--- config.mk ---
export PLATFORM = sky130hd
export DESIGN_NAME = scan_rendezvous_ctrl
export DESIGN_NICKNAME = d
export VERILOG_FILES = /design/src/rtl/scan_rdv_pkg.sv /design/src/rtl/scan_rdv_datapath.sv /design/src/rtl/scan_rdv_fsm.sv /design/src/rtl/scan_rendezvous_ctrl.sv
export SDC_FILE = /design/constraint.sdc
export NUM_CORES = 1
export LEC_CHECK = 0
export CAP_MARGIN = 20
export CORE_AREA = 2 2 161 242
export CTS_CLUSTER_DIAMETER = 200
export DETAILED_ROUTE_END_ITERATION = 8
export DIE_AREA = 0 0 163 244
export GPL_ROUTABILITY_DRIVEN = 0
export PLACE_DENSITY = 0.68
export SYNTH_ARGS = -nofsm -noshare
export SYNTH_HDL_FRONTEND = slang
export SYNTH_SLANG_ARGS = --single-unit
--- constraint.sdc ---
create_clock -name clk -period 7.3 [get_ports clk]
set_clock_uncertainty 0.1 [all_clocks]
set_input_delay 1.095 -clock clk [delete_from_list [all_inputs] [get_ports clk]]
set_output_delay 1.095 -clock clk [all_outputs]
set_load 0.005 [all_outputs]
--- src/rtl/scan_rdv_pkg.sv ---
package scan_rdv_pkg;

  typedef enum logic [2:0] {
    ST_TUNE       = 3'd0,
    ST_SETTLE     = 3'd1,
    ST_SENSE_REQ  = 3'd2,
    ST_SENSE_WAIT = 3'd3,
    ST_VERIFY     = 3'd4,
    ST_MONITOR    = 3'd5
  } scanState_e;

  typedef enum logic [1:0] {
    LIM_SETTLE  = 2'd0,
    LIM_VERIFY  = 2'd1,
    LIM_MONITOR = 2'd2
  } limSel_e;

  // strobes from control to datapath
  typedef struct packed {
    logic clrTimer;   // restart the shared cycle timer at 1
    logic advance;    // step to the next subband (with wrap)
    logic monSample;  // take one link-health sample
    logic clrFail;    // clear the consecutive failure run
  } ctlStrobes_t;

endpackage

--- src/rtl/scan_rdv_datapath.sv ---
module scan_rdv_datapath
  import scan_rdv_pkg::*;
#(
  parameter int MAX_BANDS = 16,
  parameter int FREQ_W    = 24,
  parameter int CNT_W     = 16,
  parameter int FAIL_W    = 4
) (
  input  logic                           clk,
  input  logic                           rst_n,
  input  ctlStrobes_t                    ctl,
  input  limSel_e                        limSel,
  input  logic [$clog2(MAX_BANDS+1)-1:0] cfgBandCount,
  input  logic [CNT_W-1:0]               cfgSettle,
  input  logic [CNT_W-1:0]               cfgVerifyTimeout,
  input  logic [CNT_W-1:0]               cfgMonInterval,
  input  logic [FAIL_W-1:0]              cfgLossLimit,
  input  logic                           tblWrEn,
  input  logic [$clog2(MAX_BANDS)-1:0]   tblWrIdx,
  input  logic [FREQ_W-1:0]              tblWrData,
  input  logic                           linkOk,
  output logic [$clog2(MAX_BANDS)-1:0]   bandIdx,
  output logic [FREQ_W-1:0]              tuneWord,
  output logic                           timerHit,
  output logic                           failFinal
);

  localparam int IDX_W  = $clog2(MAX_BANDS);
  localparam int CNTB_W = $clog2(MAX_BANDS + 1);

  // centre-word table: plain registers, written from outside
  logic [FREQ_W-1:0] freqTable [MAX_BANDS];

  always_ff @(posedge clk) begin
    if (tblWrEn) freqTable[tblWrIdx] <= tblWrData;
  end

  assign tuneWord = freqTable[bandIdx];

  // effective subband count and last index
  logic [CNTB_W-1:0] effCount;
  logic [IDX_W-1:0]  lastIdx;

  always_comb begin
    if (cfgBandCount == '0)
      effCount = CNTB_W'(1);
    else if (cfgBandCount > CNTB_W'(MAX_BANDS))
      effCount = CNTB_W'(MAX_BANDS);
    else
      effCount = cfgBandCount;
  end

  assign lastIdx = IDX_W'(effCount - CNTB_W'(1));

  always_ff @(posedge clk or negedge rst_n) begin
    if (!rst_n)
      bandIdx <= '0;
    else if (ctl.advance)
      bandIdx <= (bandIdx >= lastIdx) ? '0 : bandIdx + IDX_W'(1);
  end

  // shared timer for settle, verify timeout and monitor interval
  logic [CNT_W-1:0] cycTimer;
  logic [CNT_W-1:0] limRaw;
  logic [CNT_W-1:0] limEff;

  always_comb begin
    unique case (limSel)
      LIM_VERIFY:  limRaw = cfgVerifyTimeout;
      LIM_MONITOR: limRaw = cfgMonInterval;
      default:     limRaw = cfgSettle;
    endcase
    limEff = (limRaw == '0) ? CNT_W'(1) : limRaw;
  end

  always_ff @(posedge clk or negedge rst_n) begin
    if (!rst_n)
      cycTimer <= CNT_W'(1);
    else if (ctl.clrTimer)
      cycTimer <= CNT_W'(1);
    else if (cycTimer != '1)
      cycTimer <= cycTimer + CNT_W'(1);
  end

  assign timerHit = (cycTimer >= limEff);

  // consecutive link failure run
  logic [FAIL_W-1:0] failCnt;
  logic [FAIL_W-1:0] effLoss;

  assign effLoss = (cfgLossLimit == '0) ? FAIL_W'(1) : cfgLossLimit;

  always_ff @(posedge clk or negedge rst_n) begin
    if (!rst_n)
      failCnt <= '0;
    else if (ctl.clrFail || ctl.advance)
      failCnt <= '0;
    else if (ctl.monSample) begin
      if (linkOk)
        failCnt <= '0;
      else if (failCnt != '1)
        failCnt <= failCnt + FAIL_W'(1);
    end
  end

  // a failing sample now would complete the run
  assign failFinal = !linkOk &&
    (({1'b0, failCnt} + (FAIL_W+1)'(1)) >= {1'b0, effLoss});

  // wrap after the last active subband
  p_wrap_r8: assert property (@(posedge clk) disable iff (!rst_n)
    (ctl.advance && bandIdx >= lastIdx) |=> (bandIdx == '0));

  // plain step otherwise
  p_step_r8: assert property (@(posedge clk) disable iff (!rst_n)
    (ctl.advance && bandIdx < lastIdx) |=> (bandIdx == $past(bandIdx) + IDX_W'(1)));

  // index holds without an advance
  p_hold_r8: assert property (@(posedge clk) disable iff (!rst_n)
    !ctl.advance |=> $stable(bandIdx));

  // a good sample breaks the failure run
  p_fail_clear_r7: assert property (@(posedge clk) disable iff (!rst_n)
    (ctl.monSample && linkOk) |=> (failCnt == '0));

endmodule

--- src/rtl/scan_rdv_fsm.sv ---
module scan_rdv_fsm
  import scan_rdv_pkg::*;
(
  input  logic        clk,
  input  logic        rst_n,
  input  logic        tuneDone,
  input  logic        senseDone,
  input  logic        senseDetect,
  input  logic        preambleValid,
  input  logic        preambleOk,
  input  logic        timerHit,
  input  logic        failFinal,
  output ctlStrobes_t ctl,
  output limSel_e     limSel,
  output scanState_e  state,
  output logic        tuneStrobe,
  output logic        senseStart,
  output logic        locked
);

  scanState_e nextState;

  always_ff @(posedge clk or negedge rst_n) begin
    if (!rst_n) state <= ST_TUNE;
    else        state <= nextState;
  end

  always_comb begin
    unique case (state)
      ST_VERIFY:  limSel = LIM_VERIFY;
      ST_MONITOR: limSel = LIM_MONITOR;
      default:    limSel = LIM_SETTLE;
    endcase
  end

  always_comb begin
    nextState = state;
    ctl       = '0;
    unique case (state)
      ST_TUNE: begin
        ctl.clrTimer = 1'b1;
        nextState    = ST_SETTLE;
      end
      ST_SETTLE: begin
        if (tuneDone || timerHit) nextState = ST_SENSE_REQ;
      end
      ST_SENSE_REQ: begin
        nextState = ST_SENSE_WAIT;
      end
      ST_SENSE_WAIT: begin
        if (senseDone) begin
          if (senseDetect) begin
            ctl.clrTimer = 1'b1;
            nextState    = ST_VERIFY;
          end else begin
            ctl.advance = 1'b1;
            nextState   = ST_TUNE;
          end
        end
      end
      ST_VERIFY: begin
        // a result present in the timeout cycle outranks the timeout
        if (preambleValid) begin
          if (preambleOk) begin
            ctl.clrTimer = 1'b1;
            ctl.clrFail  = 1'b1;
            nextState    = ST_MONITOR;
          end else begin
            ctl.advance = 1'b1;
            nextState   = ST_TUNE;
          end
        end else if (timerHit) begin
          ctl.advance = 1'b1;
          nextState   = ST_TUNE;
        end
      end
      ST_MONITOR: begin
        if (timerHit) begin
          ctl.monSample = 1'b1;
          ctl.clrTimer  = 1'b1;
          if (failFinal) begin
            ctl.advance = 1'b1;
            nextState   = ST_TUNE;
          end
        end
      end
      default: begin
        ctl.advance = 1'b1;
        nextState   = ST_TUNE;
      end
    endcase
  end

  assign tuneStrobe = rst_n && (state == ST_TUNE);
  assign senseStart = (state == ST_SENSE_REQ);
  assign locked     = (state == ST_MONITOR);

  // tune request lasts one cycle
  p_tune_one_r2: assert property (@(posedge clk) disable iff (!rst_n)
    tuneStrobe |=> !tuneStrobe);

  // a tune request is followed by the settle wait
  p_tune_settle_r3: assert property (@(posedge clk) disable iff (!rst_n)
    tuneStrobe |=> (state == ST_SETTLE));

  // sensing start is followed by the wait for its result
  p_sense_wait_r3: assert property (@(posedge clk) disable iff (!rst_n)
    senseStart |=> (state == ST_SENSE_WAIT));

  // detection leads into verification
  p_detect_r4: assert property (@(posedge clk) disable iff (!rst_n)
    (state == ST_SENSE_WAIT && senseDone && senseDetect) |=> (state == ST_VERIFY));

  // no detection leads to a new tune request
  p_nodetect_r4: assert property (@(posedge clk) disable iff (!rst_n)
    (state == ST_SENSE_WAIT && senseDone && !senseDetect) |=> tuneStrobe);

  // a failed preamble leads to a new tune request
  p_bad_preamble_r5: assert property (@(posedge clk) disable iff (!rst_n)
    (state == ST_VERIFY && preambleValid && !preambleOk) |=> tuneStrobe);

  // a good preamble locks, even in the timeout cycle
  p_result_wins_r6: assert property (@(posedge clk) disable iff (!rst_n)
    (state == ST_VERIFY && preambleValid && preambleOk) |=> locked);

endmodule

--- src/rtl/scan_rendezvous_ctrl.sv ---
module scan_rendezvous_ctrl
  import scan_rdv_pkg::*;
#(
  parameter int MAX_BANDS = 16,
  parameter int FREQ_W    = 24,
  parameter int CNT_W     = 16,
  parameter int FAIL_W    = 4,
  localparam int IDX_W    = $clog2(MAX_BANDS),
  localparam int CNTB_W   = $clog2(MAX_BANDS + 1)
) (
  input  logic              clk,
  input  logic              rst_n,
  input  logic [CNTB_W-1:0] cfgBandCount,
  input  logic [CNT_W-1:0]  cfgSettle,
  input  logic [CNT_W-1:0]  cfgVerifyTimeout,
  input  logic [CNT_W-1:0]  cfgMonInterval,
  input  logic [FAIL_W-1:0] cfgLossLimit,
  input  logic              tblWrEn,
  input  logic [IDX_W-1:0]  tblWrIdx,
  input  logic [FREQ_W-1:0] tblWrData,
  input  logic              tuneDone,
  input  logic              senseDone,
  input  logic              senseDetect,
  input  logic              preambleValid,
  input  logic              preambleOk,
  input  logic              linkOk,
  output logic              tuneStrobe,
  output logic [FREQ_W-1:0] tuneWord,
  output logic              senseStart,
  output logic [2:0]        stateCode,
  output logic [IDX_W-1:0]  bandIdx,
  output logic              locked
);

  ctlStrobes_t ctl;
  limSel_e     limSel;
  scanState_e  state;
  logic        timerHit;
  logic        failFinal;

  scan_rdv_fsm u_fsm (
    .clk          (clk),
    .rst_n        (rst_n),
    .tuneDone     (tuneDone),
    .senseDone    (senseDone),
    .senseDetect  (senseDetect),
    .preambleValid(preambleValid),
    .preambleOk   (preambleOk),
    .timerHit     (timerHit),
    .failFinal    (failFinal),
    .ctl          (ctl),
    .limSel       (limSel),
    .state        (state),
    .tuneStrobe   (tuneStrobe),
    .senseStart   (senseStart),
    .locked       (locked)
  );

  scan_rdv_datapath #(
    .MAX_BANDS(MAX_BANDS),
    .FREQ_W   (FREQ_W),
    .CNT_W    (CNT_W),
    .FAIL_W   (FAIL_W)
  ) u_dp (
    .clk             (clk),
    .rst_n           (rst_n),
    .ctl             (ctl),
    .limSel          (limSel),
    .cfgBandCount    (cfgBandCount),
    .cfgSettle       (cfgSettle),
    .cfgVerifyTimeout(cfgVerifyTimeout),
    .cfgMonInterval  (cfgMonInterval),
    .cfgLossLimit    (cfgLossLimit),
    .tblWrEn         (tblWrEn),
    .tblWrIdx        (tblWrIdx),
    .tblWrData       (tblWrData),
    .linkOk          (linkOk),
    .bandIdx         (bandIdx),
    .tuneWord        (tuneWord),
    .timerHit        (timerHit),
    .failFinal       (failFinal)
  );

  assign stateCode = state;

endmodule

== After elaboration in Yosys (flattened, before gate mapping) ==
Memories as Yosys holds them, arrays and structs flattened.
Cells that the tools add are included.

* Mux-type cells: 38
* Equal/unequal tests: 14
* Add/sub/neg operators: 5
* Order comparisons: 4
* Reduce and logical (&&, ||, !) cells: 15

{| class="wikitable"
|+ Operators by type and width
! operator !! number
|-
| 16-bit 2-to-1 mux || 3
|-
| 4-bit 2-to-1 mux || 8
|-
| 16-bit case mux with 2 select lines || 1
|-
| 3-bit 2-to-1 mux || 9
|-
| 3-bit case mux with 6 select lines || 1
|-
| 16-bit by 1-bit adder with 16-bit output (second input constant) || 1
|-
| 16-bit greater-or-equal comparator || 1
|-
| 16-bit zero test || 1
|-
| 16-bit != test (second input constant) || 1
|-
| 1-bit 2-to-1 mux || 12
|-
| 4-bit by 1-bit adder with 4-bit output (second input constant) || 2
|-
| 1-bit case mux with 4 select lines || 2
|-
| 3-bit by 2-bit equality test with 1-bit output (second input constant) || 2
|-
| 3-bit equality test (second input constant) || 2
|-
| 2-bit by 1-bit != test with 1-bit output (second input constant) || 3
|-
| 4-bit by 1-bit adder with 5-bit output (second input constant) || 1
|-
| 5-bit by 4-bit greater-or-equal comparator with 1-bit output || 1
|-
| 5-bit greater-than comparator (second input constant) || 1
|-
| 5-bit zero test || 1
|-
| 5-bit AND reduction || 1
|-
| 4-bit greater-or-equal comparator || 1
|-
| 4-bit zero test || 1
|-
| 4-bit != test (second input constant) || 1
|-
| 2-bit case mux with 2 select lines || 1
|-
| other kinds (15) || 18
|}

* Logic and storage cells: 81
* Memories: 1
* Output and inout bits: 34
* Bits in registers: 27
* RAM bits: 384
* Bits of input ports: 94

{| class="wikitable"
|+ Memory list
! memory !! depth !! bits a word !! rd ports !! clocked after memory_dff !! write ports !! line !! RTL
|-
| u_dp.freqTable || 16 || 24 || 1 || 0 || 1 || scan_rdv_datapath.sv:32 || <nowiki>logic [FREQ_W-1:0] freqTable [MAX_BANDS];</nowiki>
|}

== Logic depth before layout (Yosys ltp) ==
* Depth in word-level cells: 13
* Mapped depth: 21

== Modules after synthesis ==
A second synthesis with hierarchy kept.

* Cells, all modules: 1026
* Area, all modules: 17454.2 um^2

{| class="wikitable"
|+ Modules (own cells, without submodules)
! module !! cells each !! instances !! area each (um^2)
|-
| scan_rdv_datapath || 983 || 1 || 17121.4
|-
| scan_rdv_fsm || 43 || 1 || 332.8
|}

== Worst setup path before layout ==
No wires, ideal clock.

* Kind: input-to-reg
* Start: input tblWrIdx[2]
* End: memory u_dp.freqTable[0][0] (enable)
* Path slack: 3.488 ns
* Arrival time: 3.277 ns
* Cell stages on the path: 2
* Cell sequence: or3b_2 > nor3_1

{| class="wikitable"
|+ RTL lines
! item !! line !! RTL
|-
| from (decl) || scan_rendezvous_ctrl.sv:19 || <nowiki>input logic [IDX_W-1:0] tblWrIdx,</nowiki>
|-
| to (decl) || scan_rdv_datapath.sv:32 ||
|}

Straight into the memory's write port.

== Worst setup path after layout ==
* Start: register u_dp.bandIdx[1]
* End: output tuneWord[0]

* Longest elaborated chain between the ends: 1

{| class="wikitable"
|+ Ends and longest elaborated chain
! item !! line !! RTL
|-
| from (decl) || scan_rdv_datapath.sv:22 || <nowiki>output logic [$clog2(MAX_BANDS)-1:0] bandIdx,</nowiki>
|-
| from (signal assigned) || scan_rdv_datapath.sv:59 || <nowiki>bandIdx <= (bandIdx >= lastIdx) ? '0 : bandIdx + IDX_W'(1);</nowiki>
|-
| memory 16 x 24 bit || -- ||
|-
| to (decl) || scan_rendezvous_ctrl.sv:28 || <nowiki>output logic [FREQ_W-1:0] tuneWord,</nowiki>
|}

No other way between the ends.

==> flow_summary.yaml <==
floorplanning:
  initial_utilization: 0.458
  rows: 87
  fp.dieArea_mm2: 0.0398
  coreArea_mm2: 0.0376
  ios: 128
  die_width_um: 163
  die_h_um: 244
sta:
  fin_crit_sh: 0.669
  final-setup-viol-count: 0
  finalCriticalPeriod_ns: 4.88
  rsz0062_at_grt: "false"
  maxSlewHeadroom: 0.269
  clock.fmax_mhz: 205
  tns_ns: 0
  drv_slew: 0
  worst_slew_pin_slew_ns: 1.10
  hold_violations: 0
clock_network:
  clockRootBuffer: "clkbuf_16"
  post-cts-setup-buffers: 0
  cts_max_path_buffers: 3
  cts_hold_buffers: 0
  clk_latency_ns: 0.52
  cts.sinks: 411
  clk_pin_slew_ns: 0.06
  cts_tree: "done"
  cts_resized: 0
  h-tree-depth: 2
  cts_made_buffers: 38
min_path:
  min_from: "u_dp.cycTimer[14]"
  hold_end: "u_dp.cycTimer[14]"
  hold_path.class: "reg -> reg"
  min_path_cells: 2
drt:
  wire_per_inst_um: 23.9
  drc: 0
  drtIter0Drc: 675
  wl_um: 36400
  ant_nets: 0
  first_pass_iters: 5
  vias: 8673
  via_per_inst: 5.69
grt:
  grt-ovfl-total: 0
  grt_pass1_vias: 9185
  antenna_found_initial: 1
  grt_max_degree: 74
  grt_use_total: 0.187
  grt_pass1_wl_um: 54800
logic_synthesis:
  ys_seq_elements: 411
  ys_seq_area_frac: 0.709
  synth_top_area_cell: "edfxtp_1"
  yosysWarnings: 0
  synth_cells: 862
  synth_area_mm2: 0.0172
  synth_common_cells: "edfxtp_1 (384), mux4_2 (120), nor2_1 (42)"
  synth-main-ff-cell: "edfxtp_1"
  synth_edf_count: 384
  synth.top_cell.area_share: 0.670
  avgSynthCellArea_um2: 20.0
  synth_cell_types: 70
  async_reset_ff_frac: 0.0657
  synthTopCellsByArea: "edfxtp_1 (67%), mux4_2 (16%), dfrtp_1 (3.8%)"
  yosysMostFrequentCell: "edfxtp_1"
  synthesis.nets: 987
critical_path:
  critPathLaunchType: "register"
  r2r_cells: 14
  crit_fanout: 73
  required_ns: 6.11
  rrSetupSlack_ns: 2.84
  cp-end-kind: "primary output"
  timing.rr.end: "u_dp.cycTimer[0]"
  worstSetupPathType: "reg -> out"
  crit_arrival_ns: 3.69
  r2r_start: "u_fsm.state[2]"
power_and_ir_drop:
  p_switching_w: 0.00168
  p_per_area_mw_per_mm2: 312
  pwr-share-seq: 0.444
  ir_drop_mv: 0.223
  combPwrFrac: 0.258
  p_leak_nw: 6.53
  p_int_w: 0.00468
  switching_share: 0.264
  clockPowerShare: 0.298
layout:
  layout.nets: 1131
  final_area_mm2: 0.0204
  fillers: 2925
  drive_gt1_frac: 0.239
  syn_to_final_growth_pct: 18.4
job:
  drv.max_cap_violation_count: 0
placement:
  place_hpwl_um: 20900
  io_buffers: 127
  dpl_cell_area_mm2: 0.0192
outcome:
  status: "finished, final reports clean"
## kinds of logic after synthesis
| group | count (synthesis) | share of synthesized area |
|---|---|---|
| AOI/OAI and AO/OA | 86 | 0.0377 |
| xor gates and xnor gates | 13 | 0.00662 |
| adders and majority gates | 31 | 0.0225 |
| buffers and inverters | 51 | 0.0158 |
| DFF | 411 | 0.709 |
| muxes | 124 | 0.159 |
| and+or+nand+nor | 146 | 0.0486 |
## power groups by stage
stage	sequential (W)	combinational, W	clock (W)
finish	0.00282	0.00164	0.00190
global route	0.00284	0.00178	0.00202
CTS	0.00289	0.00160	0.00194
detailed placement	0.00294	0.00159	0
global placement	0.00294	0.00158	0
floorplan	0.00275	0.00122	0
## state kept, by name (all words and copies together), names as in the netlist
signal / flops
u_dp.cycTimer: 16
u_dp.bandIdx: 4
u_fsm.state: 3
u_dp.freqTable: 384
u_dp.failCnt: 4
## metal layers
| layer | global-route usage | share of wire |
|---|---|---|
| met1 | 0.236 | 0.40 |
| met2 | 0.336 | 0.53 |
| met3 | 0.0280 | 0.050 |
| met4 | 0.0541 | 0.022 |
| met5 | 0 | 0 |
## area by class of cell
class / instances / area, um^2 / area share
diodes: 1 / 2.50 / 0.000123
clock buffers: 45 / 998 / 0.0490
clock inverters: 23 / 183 / 0.00896
inverters: 12 / 45.0 / 0.00221
multi-input cells: 400 / 4860 / 0.238
flip-flops and latches: 411 / 12200 / 0.599
well taps: 489 / 612 / 0.0300
repair buffers: 143 / 1470 / 0.0721
## worst max-delay path by stage
stage	depth (start not counted)	startpoint	endpoint
after floorplan	2	tblWrIdx[2]	u_dp.freqTable[0][0]
after global placement	4	u_dp.bandIdx[0]	tuneWord[6]
after detailed placement	4	u_dp.bandIdx[0]	tuneWord[6]
after CTS	4	u_dp.bandIdx[0]	tuneWord[6]
after global routing	4	u_dp.bandIdx[1]	tuneWord[0]
final	4	u_dp.bandIdx[1]	tuneWord[0]
## per-stage QoR
stage           util  power (W)  hold slack [ns]  std cells  setup slack [ns]
2_1_floorplan      -    0.00397            0.471        862              3.49
3_3_place_gp   0.508    0.00452            0.501       1450              2.70
3_5_place_dp   0.510    0.00453            0.512       1453              2.70
4_1_cts        0.541    0.00643            0.521       1521              2.12
5_1_grt        0.543    0.00665            0.563       1524              2.26
6_report       0.543    0.00636            0.525       1524              2.42
## worst max-delay path, stage by stage (launching register included)
cell and delay [ns]:
dfrtp_4 1.13, buf_4 0.55, mux4_2 0.39, mux4_2 0.54, clkdlybuf4s50_1 0.47
## cells in the final DEF (no fill, tap or decap), drive strengths merged, types with 3 or more instances in the layout
cell type	Yosys	final
xnor2	8	8
o21a	3	3
nand3b	5	5
nor4	4	4
buf	24	16
mux2i	3	3
inv	12	15
a21o	3	3
a21oi	29	29
a31oi	3	3
clkinvlp	0	5
ha	31	31
a22oi	17	17
dfrtp	26	26
clkbuf	15	45
and2	4	4
or3	3	3
nand4	6	6
clkdlybuf4s50	0	127
clkinv	0	13
a2111oi	3	3
nand3	15	15
and3	5	5
xor2	5	5
edfxtp	384	384
nand2b	6	6
nor2b	7	7
mux4	120	120
nor2	42	42
o21ai	11	11
nor3	24	24
nand2	20	20
Note: power is estimated with default switching activity, not from simulation.
